**config.mk**
```make
export PLATFORM = sky130hd
export DESIGN_NAME = usc_sequencer
export DESIGN_NICKNAME = d
export VERILOG_FILES = /design/src/rtl/usc_pkg.sv /design/src/rtl/usc_store.sv /design/src/rtl/usc_dispatch.sv /design/src/rtl/usc_decode.sv /design/src/rtl/usc_sequencer.sv
export SDC_FILE = /design/constraint.sdc
export NUM_CORES = 1
export LEC_CHECK = 0
export ABC_AREA = 1
export BUFFER_PORTS_ARGS = -buffer_cell sky130_fd_sc_hd__buf_2
export CORE_UTILIZATION = 50
export CTS_BUF_LIST = sky130_fd_sc_hd__clkbuf_8
export CTS_CLUSTER_DIAMETER = 150
export CTS_CLUSTER_SIZE = 20
export DETAILED_ROUTE_END_ITERATION = 16
export PLACE_DENSITY = 0.83
export SETUP_SLACK_MARGIN = 0.3
export SYNTH_ARGS = -nofsm -noshare
export SYNTH_HDL_FRONTEND = slang
export SYNTH_SLANG_ARGS = --single-unit
```
**constraint.sdc**
```tcl
create_clock -name clk -period 4.32 [get_ports clk]
set_input_delay 0 -clock clk [delete_from_list [all_inputs] [get_ports clk]]
set_output_delay 0 -clock clk [all_outputs]
set_load 0.005 [all_outputs]
```
**src/rtl/usc_pkg.sv**
```systemverilog
package usc_pkg;

  typedef enum logic [1:0] {
    SQ_NEXT  = 2'b00,
    SQ_FETCH = 2'b01,
    SQ_DSP1  = 2'b10,
    SQ_DSP2  = 2'b11
  } seq_e;

  typedef enum logic [1:0] {
    AF_ADD  = 2'b00,
    AF_SUB  = 2'b01,
    AF_FUNC = 2'b10
  } aluf_e;

  typedef enum logic [1:0] {
    RC_NONE  = 2'b00,
    RC_READ  = 2'b01,
    RC_WRALU = 2'b10,
    RC_WRMDR = 2'b11
  } regc_e;

  typedef enum logic [1:0] {
    MC_NONE  = 2'b00,
    MC_RDPC  = 2'b01,
    MC_RDALU = 2'b10,
    MC_WRALU = 2'b11
  } memc_e;

  typedef enum logic [1:0] {
    PW_NONE = 2'b00,
    PW_ALU  = 2'b01,
    PW_COND = 2'b10,
    PW_JUMP = 2'b11
  } pcw_e;

  typedef struct packed {
    logic [3:0] label;
    aluf_e      alu;
    logic       src1;
    logic [1:0] src2;
    regc_e      regc;
    memc_e      mem;
    pcw_e       pcw;
    seq_e       seq;
  } uword_t;

  localparam logic [5:0] OP_RFMT  = 6'd0;
  localparam logic [5:0] OP_LOAD  = 6'd35;
  localparam logic [5:0] OP_STORE = 6'd43;
  localparam logic [5:0] OP_BEQ   = 6'd4;
  localparam logic [5:0] OP_JUMP  = 6'd2;

  function automatic uword_t mk(input logic [3:0] lb, input aluf_e a, input logic s1,
                                input logic [1:0] s2, input regc_e r, input memc_e m,
                                input pcw_e p, input seq_e s);
    uword_t w;
    w.label = lb; w.alu = a; w.src1 = s1; w.src2 = s2;
    w.regc = r; w.mem = m; w.pcw = p; w.seq = s;
    return w;
  endfunction

  // Microprogram content, one word per address.
  function automatic uword_t ucode_word(input int unsigned a);
    case (a)
      0: return mk(4'd0, AF_ADD,  1'b0, 2'b01, RC_NONE,  MC_RDPC,  PW_ALU,  SQ_NEXT);
      1: return mk(4'd1, AF_ADD,  1'b0, 2'b11, RC_READ,  MC_NONE,  PW_NONE, SQ_DSP1);
      2: return mk(4'd2, AF_ADD,  1'b1, 2'b10, RC_NONE,  MC_NONE,  PW_NONE, SQ_DSP2);
      3: return mk(4'd3, AF_ADD,  1'b0, 2'b00, RC_NONE,  MC_RDALU, PW_NONE, SQ_NEXT);
      4: return mk(4'd4, AF_ADD,  1'b0, 2'b00, RC_WRMDR, MC_NONE,  PW_NONE, SQ_FETCH);
      5: return mk(4'd5, AF_ADD,  1'b0, 2'b00, RC_NONE,  MC_WRALU, PW_NONE, SQ_FETCH);
      6: return mk(4'd6, AF_FUNC, 1'b1, 2'b00, RC_NONE,  MC_NONE,  PW_NONE, SQ_NEXT);
      7: return mk(4'd7, AF_ADD,  1'b0, 2'b00, RC_WRALU, MC_NONE,  PW_NONE, SQ_FETCH);
      8: return mk(4'd8, AF_SUB,  1'b1, 2'b00, RC_NONE,  MC_NONE,  PW_COND, SQ_FETCH);
      9: return mk(4'd9, AF_ADD,  1'b0, 2'b00, RC_NONE,  MC_NONE,  PW_JUMP, SQ_FETCH);
      default: return mk(4'(a), AF_ADD, 1'b0, 2'b00, RC_NONE, MC_NONE, PW_NONE, SQ_FETCH);
    endcase
  endfunction

endpackage

```
**src/rtl/usc_store.sv**
```systemverilog
module usc_store
  import usc_pkg::*;
#(
  parameter int UDEPTH  = 16,
  localparam int UADDR_W = $clog2(UDEPTH)
) (
  input  logic [UADDR_W-1:0] addr,
  output uword_t             word
);
  uword_t rom [UDEPTH];

  for (genvar i = 0; i < UDEPTH; i++) begin : g_word
    assign rom[i] = ucode_word(i);
  end

  assign word = rom[addr];
endmodule

```
**src/rtl/usc_dispatch.sv**
```systemverilog
module usc_dispatch
  import usc_pkg::*;
#(
  parameter int OPC_W   = 6,
  parameter int UADDR_W = 4
) (
  input  logic [OPC_W-1:0]   opcode,
  output logic [UADDR_W-1:0] d1_addr,
  output logic               d1_hit,
  output logic [UADDR_W-1:0] d2_addr
);
  always_comb begin
    d1_hit  = 1'b1;
    d1_addr = '0;
    case (opcode)
      OPC_W'(OP_RFMT):  d1_addr = UADDR_W'(6);
      OPC_W'(OP_LOAD),
      OPC_W'(OP_STORE): d1_addr = UADDR_W'(2);
      OPC_W'(OP_BEQ):   d1_addr = UADDR_W'(8);
      OPC_W'(OP_JUMP):  d1_addr = UADDR_W'(9);
      default:          d1_hit  = 1'b0;
    endcase
  end

  always_comb begin
    case (opcode)
      OPC_W'(OP_LOAD):  d2_addr = UADDR_W'(3);
      OPC_W'(OP_STORE): d2_addr = UADDR_W'(5);
      default:          d2_addr = '0;
    endcase
  end
endmodule

```
**src/rtl/usc_decode.sv**
```systemverilog
module usc_decode
  import usc_pkg::*;
(
  input  uword_t     word,
  input  logic       mem_ready,
  output logic       advance,
  output logic [1:0] alu_op,
  output logic       alu_src1,
  output logic [1:0] alu_src2,
  output logic       reg_rd,
  output logic       reg_wr,
  output logic       reg_wr_mdr,
  output logic       mem_rd,
  output logic       mem_wr,
  output logic       mem_addr_alu,
  output logic       ir_wr,
  output logic       pc_wr,
  output logic       pc_wr_cond,
  output logic [1:0] pc_src
);
  logic mem_busy;
  assign mem_busy     = (word.mem != MC_NONE);
  assign advance      = !mem_busy || mem_ready;

  assign alu_op       = word.alu;
  assign alu_src1     = word.src1;
  assign alu_src2     = word.src2;

  assign reg_rd       = (word.regc == RC_READ);
  assign reg_wr       = (word.regc == RC_WRALU || word.regc == RC_WRMDR) && advance;
  assign reg_wr_mdr   = (word.regc == RC_WRMDR);

  assign mem_rd       = (word.mem == MC_RDPC) || (word.mem == MC_RDALU);
  assign mem_wr       = (word.mem == MC_WRALU);
  assign mem_addr_alu = (word.mem == MC_RDALU) || (word.mem == MC_WRALU);
  assign ir_wr        = (word.mem == MC_RDPC) && advance;

  assign pc_wr        = (word.pcw == PW_ALU || word.pcw == PW_JUMP) && advance;
  assign pc_wr_cond   = (word.pcw == PW_COND);

  always_comb begin
    case (word.pcw)
      PW_COND: pc_src = 2'b01;
      PW_JUMP: pc_src = 2'b10;
      default: pc_src = 2'b00;
    endcase
  end
endmodule

```
**src/rtl/usc_sequencer.sv**
```systemverilog
module usc_sequencer
  import usc_pkg::*;
#(
  parameter int UDEPTH  = 16,
  parameter int OPC_W   = 6,
  localparam int UADDR_W = $clog2(UDEPTH)
) (
  input  logic               clk,
  input  logic               rst_n,
  input  logic [OPC_W-1:0]   opcode,
  input  logic               mem_ready,
  output logic [1:0]         alu_op,
  output logic               alu_src1,
  output logic [1:0]         alu_src2,
  output logic               reg_rd,
  output logic               reg_wr,
  output logic               reg_wr_mdr,
  output logic               mem_rd,
  output logic               mem_wr,
  output logic               mem_addr_alu,
  output logic               ir_wr,
  output logic               pc_wr,
  output logic               pc_wr_cond,
  output logic [1:0]         pc_src,
  output logic               illegal_op,
  output logic [UADDR_W-1:0] upc
);
  uword_t             cur_word;
  logic [UADDR_W-1:0] d1_addr, d2_addr, nxt_upc;
  logic               d1_hit, advance;
  logic [3:0]         cur_label;

  usc_store #(.UDEPTH(UDEPTH)) u_store (.addr(upc), .word(cur_word));

  usc_dispatch #(.OPC_W(OPC_W), .UADDR_W(UADDR_W)) u_disp (
    .opcode(opcode), .d1_addr(d1_addr), .d1_hit(d1_hit), .d2_addr(d2_addr)
  );

  usc_decode u_dec (
    .word(cur_word), .mem_ready(mem_ready), .advance(advance),
    .alu_op(alu_op), .alu_src1(alu_src1), .alu_src2(alu_src2),
    .reg_rd(reg_rd), .reg_wr(reg_wr), .reg_wr_mdr(reg_wr_mdr),
    .mem_rd(mem_rd), .mem_wr(mem_wr), .mem_addr_alu(mem_addr_alu),
    .ir_wr(ir_wr), .pc_wr(pc_wr), .pc_wr_cond(pc_wr_cond), .pc_src(pc_src)
  );

  assign cur_label  = cur_word.label;
  assign illegal_op = (cur_word.seq == SQ_DSP1) && !d1_hit;

  always_comb begin
    case (cur_word.seq)
      SQ_NEXT:  nxt_upc = upc + UADDR_W'(1);
      SQ_DSP1:  nxt_upc = d1_hit ? d1_addr : '0;
      SQ_DSP2:  nxt_upc = d2_addr;
      default:  nxt_upc = '0;
    endcase
    if (!advance) nxt_upc = upc;
  end

  always_ff @(posedge clk) begin
    if (!rst_n) upc <= '0;
    else        upc <= nxt_upc;
  end
endmodule

```
Word level (Yosys, flattened, before mapping)
Memories as Yosys holds them, arrays and structs flattened.
Index checks and enable logic that the tools add are counted.
{"block": "op_classes", "add_sub_neg": 1, "multipliers": 0, "div": 0, "order_cmp": 1, "n_eq_ne": 15, "n_shift": 0, "n_mux": 8, "bitwise_logic": 1, "n_reduce_logical": 16}
{"operator": "13-bit two-way mux", "n": 2}
{"operator": "2-bit equality test, second input constant", "n": 8}
{"operator": "4-bit case mux with 4 select lines", "n": 1}
{"operator": "6-bit equality test, second input constant", "n": 2}
{"operator": "4-bit case mux with 3 select lines", "n": 1}
{"operator": "2-bit by 1-bit equality test with 1-bit output, second input constant", "n": 3}
{"operator": "6-bit by 2-bit equality test with 1-bit output, second input constant", "n": 1}
{"operator": "6-bit by 3-bit equality test with 1-bit output, second input constant", "n": 1}
{"operator": "6-bit logical NOT", "n": 1}
{"operator": "3-bit case mux with 2 select lines", "n": 1}
{"operator": "5-bit >= comparator, second input constant", "n": 1}
{"operator": "1-bit logical OR", "n": 5}
{"operator": "4-bit inverter with 5-bit output", "n": 1}
{"operator": "5-bit OR reduction", "n": 1}
{"operator": "4-bit by 1-bit adder with 4-bit output, second input constant", "n": 1}
{"operator": "1-bit logical AND", "n": 4}
{"operator": "4-bit two-way mux", "n": 1}
{"operator": "2-bit case mux with 2 select lines", "n": 1}
{"operator": "1-bit logical NOT", "n": 2}
{"operator": "2-bit logical NOT", "n": 1}
{"operator": "2-bit nonzero test", "n": 1}
{"operator": "2-bit OR reduction", "n": 1}
{"operator": "1-bit two-way mux", "n": 1}
{"block": "word_totals", "reg_bits": 4, "latch_bits": 0, "ram_bits": 0, "rom_bits": 272, "out_inout_bits": 21, "wordCells": 44, "memories": 1}
{"memory": "(name not given)", "depth": 16, "word_bits": 17, "read_ports": 1, "rd_clocked_by_memory_dff": 0, "write_ports": 0, "line_no": "usc_store.sv:16", "text": "assign word = rom[addr];"}

Depth between registers and ports, before layout
Gate-level depths: netlist of run 1.
{"block": "logic_depth", "ltp_word": 8, "mapped_depth": 10}

Hierarchy
From an unflattened synthesis of run 1, not the netlist that was laid out.
{"block": "unflattened", "hier_cells": 155, "area_unflattened_um2": 942.2}
{"mod": "usc_store", "n_inst": 1, "cells_each": 43, "area_per_inst_um2": 322.8, "seq_area_each_um2": 0.0}
{"mod": "usc_sequencer", "n_inst": 1, "cells_each": 55, "area_per_inst_um2": 309.0, "seq_area_each_um2": 80.1}
{"mod": "usc_decode", "n_inst": 1, "cells_each": 29, "area_per_inst_um2": 171.4, "seq_area_each_um2": 0.0}
{"mod": "usc_dispatch", "n_inst": 1, "cells_each": 28, "area_per_inst_um2": 138.9, "seq_area_each_um2": 0.0}

Worst setup path before layout of run 1
Ideal clock, no wire load.
{"block": "synth_path", "kind": "register to register", "from": "reg upc[1]", "to": "reg upc[3]", "setup_time_ns": 0.123, "arrival_time_ns": 1.702, "slack_ns": 2.495, "path_stages_with_launch": 11, "cell_sequence": "dfxtp_1 inv_1 ha_1 inv_1 nor2_1 a21oi_1 ha_1 nor2_1 inv_1 o21ai_0 a31oi_1"}
{"block": "synth_between", "elab_chain_len": 7, "word_cells_on_any_way": 12, "classes_between": "add/sub: 1; eq/ne: 2; mux: 3; bitwise: 1; reduce/logical: 4; memory: 1"}
{"item": "start, declared", "line_no": "usc_sequencer.sv:26", "text": "output logic [UADDR_W-1:0] upc"}
{"item": "start signal, assigned", "line_no": "usc_sequencer.sv:62", "text": "else upc <= nxt_upc;"}
{"item": "parallel branches: the longest is 7 deep, another holds memory read 16 x 17 bit"}
Parallel ways; which one is timed is not known. The select of a mux whose other input is x is not followed.
A chain may end at the register's enable or synchronous reset.

Worst setup path in the final report of run 1
Ends and elaborated chain as after synthesis.

==> results of run 1 <==
## layout make-up
cell class | count | area share, %
multi-input combinational | 88 | 55.7
timing repair buffer | 29 | 16.0
inverter | 29 | 12.7
sequential | 4 | 8.85
clock buffer | 3 | 4.56
tap | 15 | 2.07
## power breakdown
part | internal [uW] | leakage, uW | switching [uW]
clock | 59.5 | 0.0000216 | 19.9
combinational | 65.0 | 0.000522 | 94.5
sequential | 42.2 | 0.0000326 | 11.4
total | 167 | 0.000576 | 126
## through the flow
step | hold WS [ns] | utilization [%] | cell area (um2)
after floorplan | 0.138 | - | 729
after global placement | 0.252 | 64.7 | 863
after detailed placement | 0.273 | 64.7 | 863
after CTS | 0.0545 | 67.8 | 905
after global routing | 0.0863 | 67.8 | 905
final | 0.0564 | 67.8 | 905
## metal layers
metal | vias up | wire length (um)
met4 | 0 | 18
met5 | - | 0
met1 | 351 | 733
li1 | 440 | -
met3 | 2 | 83
met2 | 25 | 737
## layout by cell type, fill, tap and decap left out
cell	count
inv_6	1
o21ai_0	1
a31oi_1	1
or2_1	1
nand3_1	11
o22ai_1	1
ha_1	9
dfxtp_1	4
o21ai_1	1
nor2_4	2
inv_1	24
nor2_1	20
nand2_2	1
a21oi_1	4
a22oi_1	1
a21oi_2	1
nor2_8	1
nor3_1	2
or2_2	1
nand4_2	1
inv_2	3
buf_2	29
clkbuf_8	3
nand2_1	25
clkinv_2	1
nand4_1	4
## kinds of logic (layout without fill, tap and decap cells)
family                     Yosys count  after routing  share of synthesized area (%)
and+or+nand+nor                     69             69                           45.6
buffers and inverters               32             61                           19.9
DFF                                  4              4                           11.0
AOI/OAI and AO/OA                   10             10                           8.06
adders and majority gates            9              9                           15.4
## final timing paths
| check | cells after the start | start | endpoint | slack [ns] |
|---|---|---|---|---|
| setup / recovery | 10 | upc[1] | upc[3] | 2.17 |
| hold / removal | 3 | rst_n | upc[1] | 0.06 |
| setup reg to reg | 10 | upc[1] | upc[3] | 2.17 |
| hold reg to reg | 2 | upc[0] | upc[0] | 0.52 |
## worst max-delay path, stage by stage, from the launching register on
cell and delay, ns:
dfxtp_1 0.37, inv_1 0.16, ha_1 0.19, inv_1 0.06, nor2_1 0.14, a21oi_1 0.09, ha_1 0.21, nor2_1 0.38
inv_1 0.17, o21ai_0 0.19, a31oi_1 0.06
==> impl_results.md, run 1 <==
- Top Usage Layer GRT: met2
- Io pins: 30
- Antenna-violating nets left: 0
- Max Clock Freq: approximately 0.46 GHz
- Worst Skew: between 0.002 and 0.0025 ns
- Area of the multi-input gates: approximately 500 um2
- Leakage: about 0.00058 uW
- Regs by FF count: upc x4
- Clock latency on the worst-skew pair: approximately 0.22 ns
- Rows: 13
- CTS H-tree depth: 1
- Placed Cells: ~170
- Cts bufs inserted: 3
- Met1 Use GR: between 20 and 30%
- CTS sink count: 4
- Synthesized Nets: 142
- Die width: approximately 40 um
- Arrival @ worst endpoint: 2.24 ns
- Die area: roughly 1600 um2
- Top cells by area, synth: ha_1 (15%), nand2_1 (13%), inv_1 (12%), dfxtp_1 (11%), nor2_1 (10%)
- Nets@finish: around 170
- Syn avg cell area: about 5.9 um2
- EDFF count, synth: 0
- Startpoint Class: register
- Wirelength per Cell: just over 9 um
- Max Slew Vio Count: 0
- Share of the synthesized area in the top cell type: between 15 and 20%
- CP max FO: 7
- Initial antenna violation count: 0
- Synth cell count leaders: nand2_1 (25), inv_1 (24), nor2_1 (20)
- Router iterations before antenna repair: 4
- Setup total negative slack: 0 ns
- Area leader, netlist: ha_1
- Fillers: between 100 and 150
- Met3 Track Usage GR: 2.22%
- CTS tree: built
- Vias per inst: between 4 and 5
- IO Port Bufs: 29
- Ant diodes: 0
- Design Power: approximately 290 uW
- Post-CTS setup buffer count: 0
- Hold buffer count at CTS: 0
- Predominant post-synthesis flop cell: dfxtp_1
- Max capacitance violation total: 0
- Vias in the first global route: about 600
- Fraction of registers with async set/reset: 0%
- Part of the cycle the worst path needs: between 40% and 50%
- Fin. Hold Viols: 0
- Yosys reg bits: 4
- Post-detail-place hpwl: about 1.3 mm
- Layout cells sized above 1: between 20% and 30%
- Congestion Overflow GR: 0
- First-pass GRT wire length: 2.50 mm
- Area of the mapped netlist: ~730 um2
- GR Layer Usage met2: between 30% and 40%
- Largest net degree at the start of global routing: 11
- Core Region: 1330 um2
- Placer congestion estimate: about 0.8
- Register area: between 80 and 90 um2
- WP data required: around 4.4 ns
- Max FFs per register: 4
- Total GRT Usage: between 20% and 30%
- Max_slew headroom: around 62%
- Number of DRC markers in iteration 0: 18
- Yosys cell types: 26
- Cell Count, Final, Fillers Out: around 170
- Peak VDD IR: 0.219 mV
- CP Capture Type: register
- Power per cell area: 323 nW/um2
- Post_cts resized: 0
- Critical path class: reg2reg
- Clock Path Buffers: 2
- Outcome: finished clean
- Warnings, synthesis: 0
- Routed vias: around 820
- Final setup viols: 0
- Hold/Removal Path Class: in2reg
- Root Driver: clkbuf_8
- Die H: approximately 40 um
- Worst Max-Slew Pin Slew: between 0.5 and 0.6 ns
- Starting Density: approximately 55%
- Gate Count Post-Synth: 124
- Fin crit period: 2.15 ns
- Most frequent cell after synthesis: nand2_1
- Sequential element share of the synthesized area: 11.0%
- DRC: 0
- Post-route setup slack: 2.17 ns
- Worst-path clk slew: roughly 0.030 ns
- Top reg by flops: upc
- RSZ-0062 raised after global routing: no
- Worst slack, placed: ~2.2 ns
- Final wirelength: 1.57 mm
- P&R area growth vs syn: 24.0%
Power figures use the tool's default switching activity.
==> run 2, diff against run 1 <==
--- a/config.mk
+++ b/config.mk
@@ -7,12 +7,12 @@
 export LEC_CHECK = 0
 export ABC_AREA = 1
 export BUFFER_PORTS_ARGS = -buffer_cell sky130_fd_sc_hd__buf_2
-export CORE_UTILIZATION = 50
+export CORE_UTILIZATION = 49
 export CTS_BUF_LIST = sky130_fd_sc_hd__clkbuf_8
 export CTS_CLUSTER_DIAMETER = 150
 export CTS_CLUSTER_SIZE = 20
 export DETAILED_ROUTE_END_ITERATION = 16
-export PLACE_DENSITY = 0.83
+export PLACE_DENSITY = 0.81
 export SETUP_SLACK_MARGIN = 0.3
 export SYNTH_ARGS = -nofsm -noshare
 export SYNTH_HDL_FRONTEND = slang
==> constraint.sdc (replaced) <==
create_clock -name clk -period 2.2 [get_ports clk]
set_input_delay 0 -clock clk [delete_from_list [all_inputs] [get_ports clk]]
set_output_delay 0 -clock clk [all_outputs]
set_load 0.005 [all_outputs]
==> impl_results.md, run 2 (same netlist as run 1, synthesis figures left out) <==
- WHS Path Cells: 3
- Post-detail-place hpwl: approximately 1.4 mm
- Starting Density: between 50% and 60%
- Router iterations before antenna repair: 4
- Design Power: ~630 uW
- Vias in the first global route: between 600 and 700
- R2r endpoint: upc[3]
- R2r startpoint: upc[1]
- Met3 Track Usage GR: under 10%
- P&R area growth vs syn: 32.4%
- Max capacitance violation total: 0
- Rows: 13
- Congestion Overflow GR: 0
- Top Usage Layer GRT: met2
- Startpoint Class: register
- Hold Crit Start: rst_n
- Power per cell area: roughly 650 nW/um2
- Die H: ~41 um
- CTS tree: built
- GR Layer Usage met2: roughly 44%
- CP Capture Type: output pin
- Cts bufs inserted: 3
- Leakage: 0.000588 uW
- Max_slew headroom: ~83%
- Worst Max-Slew Pin Slew: 0.260 ns
- Total GRT Usage: between 20% and 30%
- Slowest cell on the critical path: dfxtp_4
- Part of the cycle the worst path needs: 81.7%
- Met1 Use GR: between 20% and 30%
- Clock latency on the worst-skew pair: ~0.21 ns
- Max incr delay on CP: roughly 0.37 ns
- Top reg by flops: upc
- Design area: roughly 970 um2
- Die area: around 1600 um2
- First-pass GRT wire length: 2.59 mm
- Max FFs per register: 4
- Worst Skew: between 0.004 and 0.005 ns
- Critical path class: reg2out
- Setup total negative slack: 0 ns
- IO Port Bufs: 29
- Core Region: between 1000 and 1500 um2
- Outcome: finished clean
- Crit path buffers/inverters: 4
- Max Slew Vio Count: 0
- Most common cell after layout, fill and taps aside: buf_2
- Wirelength per Cell: between 10 and 15 um
- CTS sink count: 4
- Fin Hold WS: about 0.035 ns
- Placer congestion estimate: approximately 0.82
- Worst-path clk slew: 0.03 ns
- Antenna-violating nets left: 0
- CTS H-tree depth: 1
- Fin crit period: 1.80 ns
- Nets@finish: 176
- Final setup viols: 0
- CP cell instances: inv_2, ha_2, inv_2, nor2_2, a21oi_2, inv_1, ha_2, or2_2, buf_2
- Arrival @ worst endpoint: 1.80 ns
- Vias per inst: roughly 5.0
- Fin. Hold Viols: 0
- Setup slack, reg-to-reg: 0.49 ns
- WP data required: between 2 and 2.5 ns
- Layout cells sized above 1: around 40%
- Peak VDD IR: between 0.5 and 0.6 mV
- RSZ-0062 raised after global routing: no
- Io pins: 30
- CP max FO: 7
- Clock Path Buffers: 2
- Worst setup path startpoint: upc[1]
- CP delay by family, top: flip-flops
- Regs by FF count: upc x4
- Die width: slightly above 40 um
- Root Driver: clkbuf_8
- Ant diodes: 0
- Routed vias: ~850
- DRC: 0
- Initial antenna violation count: 0
- Max Clock Freq: roughly 0.56 GHz
- Number of DRC markers in iteration 0: 24
- Min-Delay Endpoint: upc[3]
- Final wirelength: 1.78 mm
- Placed cell area: a little under 900 um2
- Commonest cells after routing, fill and taps aside: buf_2 (29), nand2_1 (25), inv_1 (21), nor2_1 (18), nand3_1 (10)
- Hold/Removal Path Class: in2reg
- Largest net degree at the start of global routing: 11
- Worst R2R Path Depth: 10
[run 2: cell count changes in the layout (fill, tap and decap cells not counted), moves of 2 or more]
cell / before / now
ha_1: 9 / 5
ha_2: 0 / 4
dfxtp_1: 4 / 0
inv_1: 24 / 21
buf_4: 0 / 3
dfxtp_2: 0 / 2
dfxtp_4: 0 / 2
nor2_1: 20 / 18
inv_2: 3 / 6
[run 2: report_power, final]
part           total (uW)  switching, uW  leakage [uW]  internal [uW]
clock network         148           31.8     0.0000216            116
registers             107           20.7     0.0000350           86.4
logic                 371            214      0.000532            157
total                 626            267      0.000588            360
[run 2: stage by stage]
| step | utilization (%) | std cells | setup WS [ns] |
|---|---|---|---|
| after floorplan | - | 124 | 0.375 |
| after global placement | 65.1 | 167 | 0.328 |
| after detailed placement | 65.1 | 167 | 0.187 |
| after CTS | 69.9 | 170 | 0.317 |
| after global routing | 71.5 | 171 | 0.297 |
| final | 71.5 | 171 | 0.403 |
[run 2: repair_timing]
action,in CTS,in global routing
setup buffers,0,1
endpoints found under the setup margin,8,5
hold buffers,0,0
resized for setup,11,7
pin swaps,0,1
[run 2: tightest hold or removal path, delay by kind of cell]
| family | cells | cell delay, ns |
|---|---|---|
| AO/OA/AOI/OAI | 2 | 0.10 |
| buffers and inverters | 1 | 0.10 |
[run 2: cell type report]
type	instances	area, um2
clock buffers	3	41.3
inverters	29	115
repair buffers	32	168
well taps	15	18.8
fillers	123	384
multi-input cells	88	533
flip-flops and latches	4	90.1
[run 2: worst max-delay path by stage]
stage	cells past startpoint	end	slack (ns)
3_5_place_dp	10	upc[3]	0.19
5_1_grt	9	mem_addr_alu	0.30
4_1_cts	9	mem_addr_alu	0.32
3_3_place_gp	10	upc[3]	0.33
2_1_floorplan	10	upc[3]	0.37
6_report	9	mem_addr_alu	0.40
[run 2: routing by layer]
layer	vias to the layer above	part of all wire, %	wire, um
li1	451	-	-
met1	375	45	809
met2	26	51	907
met3	0	3.7	66
met4	0	0	0
met5	-	0	0
==> run 3, diff against run 2 <==
==> constraint.sdc (replaced) <==
create_clock -name clk -period 1.8 [get_ports clk]
set_input_delay 0 -clock clk [delete_from_list [all_inputs] [get_ports clk]]
set_output_delay 0 -clock clk [all_outputs]
set_load 0.005 [all_outputs]
==> impl_results.md, run 3 (same netlist as run 1, synthesis figures left out) <==
- Clock Path Buffers: 2
- Worst R2R Path Depth: 10
- Startpoint Class: register
- Largest net degree at the start of global routing: 10
- Setup slack, reg-to-reg: roughly 0.11 ns
- WHS Path Cells: 3
- WP data required: ~1.8 ns
- Router iterations before antenna repair: 4
- Outcome: finished clean
- Die width: just over 40 um
- Min-Delay Endpoint: upc[3]
- Congestion Overflow GR: 0
- Hold Crit Start: rst_n
- Ant diodes: 0
- Final setup viols: 0
- Routed vias: ~1.0k
- Max capacitance violation total: 0
- Nets@finish: between 150 and 200
- Max FFs per register: 4
- Layout cells sized above 1: between 50% and 60%
- Worst Max-Slew Pin Slew: around 0.29 ns
- Regs by FF count: upc x4
- Fin. Hold Viols: 0
- Post-detail-place hpwl: 1.35 mm
- Top reg by flops: upc
- Placer congestion estimate: 0.804
- P&R area growth vs syn: 62.8%
- Clock latency on the worst-skew pair: roughly 0.23 ns
- R2r startpoint: upc[2]
- Number of DRC markers in iteration 0: 40
- Power per cell area: 861 nW/um2
- Fin crit period: approximately 1.7 ns
- Leakage: roughly 0.00067 uW
- Setup total negative slack: 0 ns
- Die H: approximately 40 um
- Wirelength per Cell: approximately 14 um
- Arrival @ worst endpoint: 1.72 ns
- Max Slew Vio Count: 0
- RSZ-0062 raised after global routing: yes
- Starting Density: 54.0%
- CTS H-tree depth: 1
- Commonest cells after routing, fill and taps aside: buf_2 (27), nand2_1 (23), inv_1 (16), nor2_1 (16), buf_4 (15)
- Final wirelength: 2.67 mm
- IO Port Bufs: 29
- CP max FO: 7
- CTS tree: built
- CTS sink count: 4
- Cell Count, Final, Fillers Out: roughly 190
- Core Region: around 1400 um2
- Hold buffer count at CTS: 0
- DRC: 0
- First-pass GRT wire length: ~2.8 mm
- Vias per inst: approximately 5.5
- Rows: 13
- Critical path class: reg2out
- Worst Skew: roughly 0.015 ns
- Worst-path clk slew: 0.04 ns
- Initial antenna violation count: 0
- Io pins: 30
- Die area: 1650 um2
- Root Driver: clkbuf_8
- CP Capture Type: output pin
- Layout Utilization: between 80% and 90%
- Antenna-violating nets left: 0
- Cts bufs inserted: 3
- Part of the cycle the worst path needs: roughly 96%
- Most common cell after layout, fill and taps aside: buf_2
- Worst setup path startpoint: upc[2]
- Max Clock Freq: a little under 0.6 GHz
- R2r endpoint: upc[1]
- Vias in the first global route: between 700 and 800
- Hold/Removal Path Class: in2reg
- Max_slew headroom: between 80% and 90%
- Total GRT Usage: roughly a quarter
- Placed Cells: about 170
- Peak VDD IR: between 0.9 and 1 mV
## run 3: critical path, stage by stage (launching register included)
cell	delay, ns
dfxtp_4	0.38
nor2_4	0.13
inv_2	0.08
nor2_4	0.12
a21oi_2	0.05
buf_4	0.15
ha_4	0.16
nor2_4	0.20
nor2_1	0.09
buf_2	0.14
## run 3: report_power, final
part | total (uW) | switching (uW) | internal [uW] | leakage [uW]
logic | 686 | 361 | 324 | 0.000603
registers | 135 | 31.1 | 104 | 0.0000353
clock network | 202 | 55.6 | 146 | 0.0000269
total | 1020 | 448 | 575 | 0.000665
## run 3: timing repair
action                                  4_1_cts  5_1_grt
endpoints found under the setup margin       12       11
gates resized for setup                      30        8
buffers inserted                             12        2
pin swaps                                    11        3
## run 3: how the worst max path moves through the flow
stage | end | slack, ns | depth (start not counted)
finish | pc_wr | 0.08 | 9
global route | pc_wr | 0.02 | 9
CTS | mem_addr_alu | 0.16 | 9
detailed placement | mem_addr_alu | 0.06 | 9
global placement | mem_addr_alu | 0.11 | 9
floorplan | upc[3] | 0.29 | 10
## run 3: through the flow
| step | setup WS [ns] | hold slack, ns | power, uW | area [um2] |
|---|---|---|---|---|
| floorplan | 0.294 | 0.135 | 430 | 763 |
| global placement | 0.110 | 0.252 | 552 | 912 |
| detailed placement | 0.0629 | 0.268 | 562 | 912 |
| CTS | 0.160 | 0.0478 | 920 | 1140 |
| global route | 0.0222 | 0.0643 | 1080 | 1190 |
| finish | 0.0750 | 0.0488 | 1020 | 1190 |
## run 3: final cells by class
| cell class | instances | area, um2 |
|---|---|---|
| multi-input combinational | 88 | 619 |
| timing repair buffer | 45 | 282 |
| fill | 75 | 163 |
| inverter | 29 | 130 |
| sequential | 4 | 92.6 |
| clock buffer | 3 | 41.3 |
| tap | 15 | 18.8 |
| clock inverter | 1 | 3.75 |
## run 3: layer usage
layer,part of all wire [%],vias up,global-route usage [%]
li1,-,477,-
met1,38,473,29.8
met2,53,66,49.2
met3,6.4,10,6.67
met4,3.0,0,0
met5,0,-,0
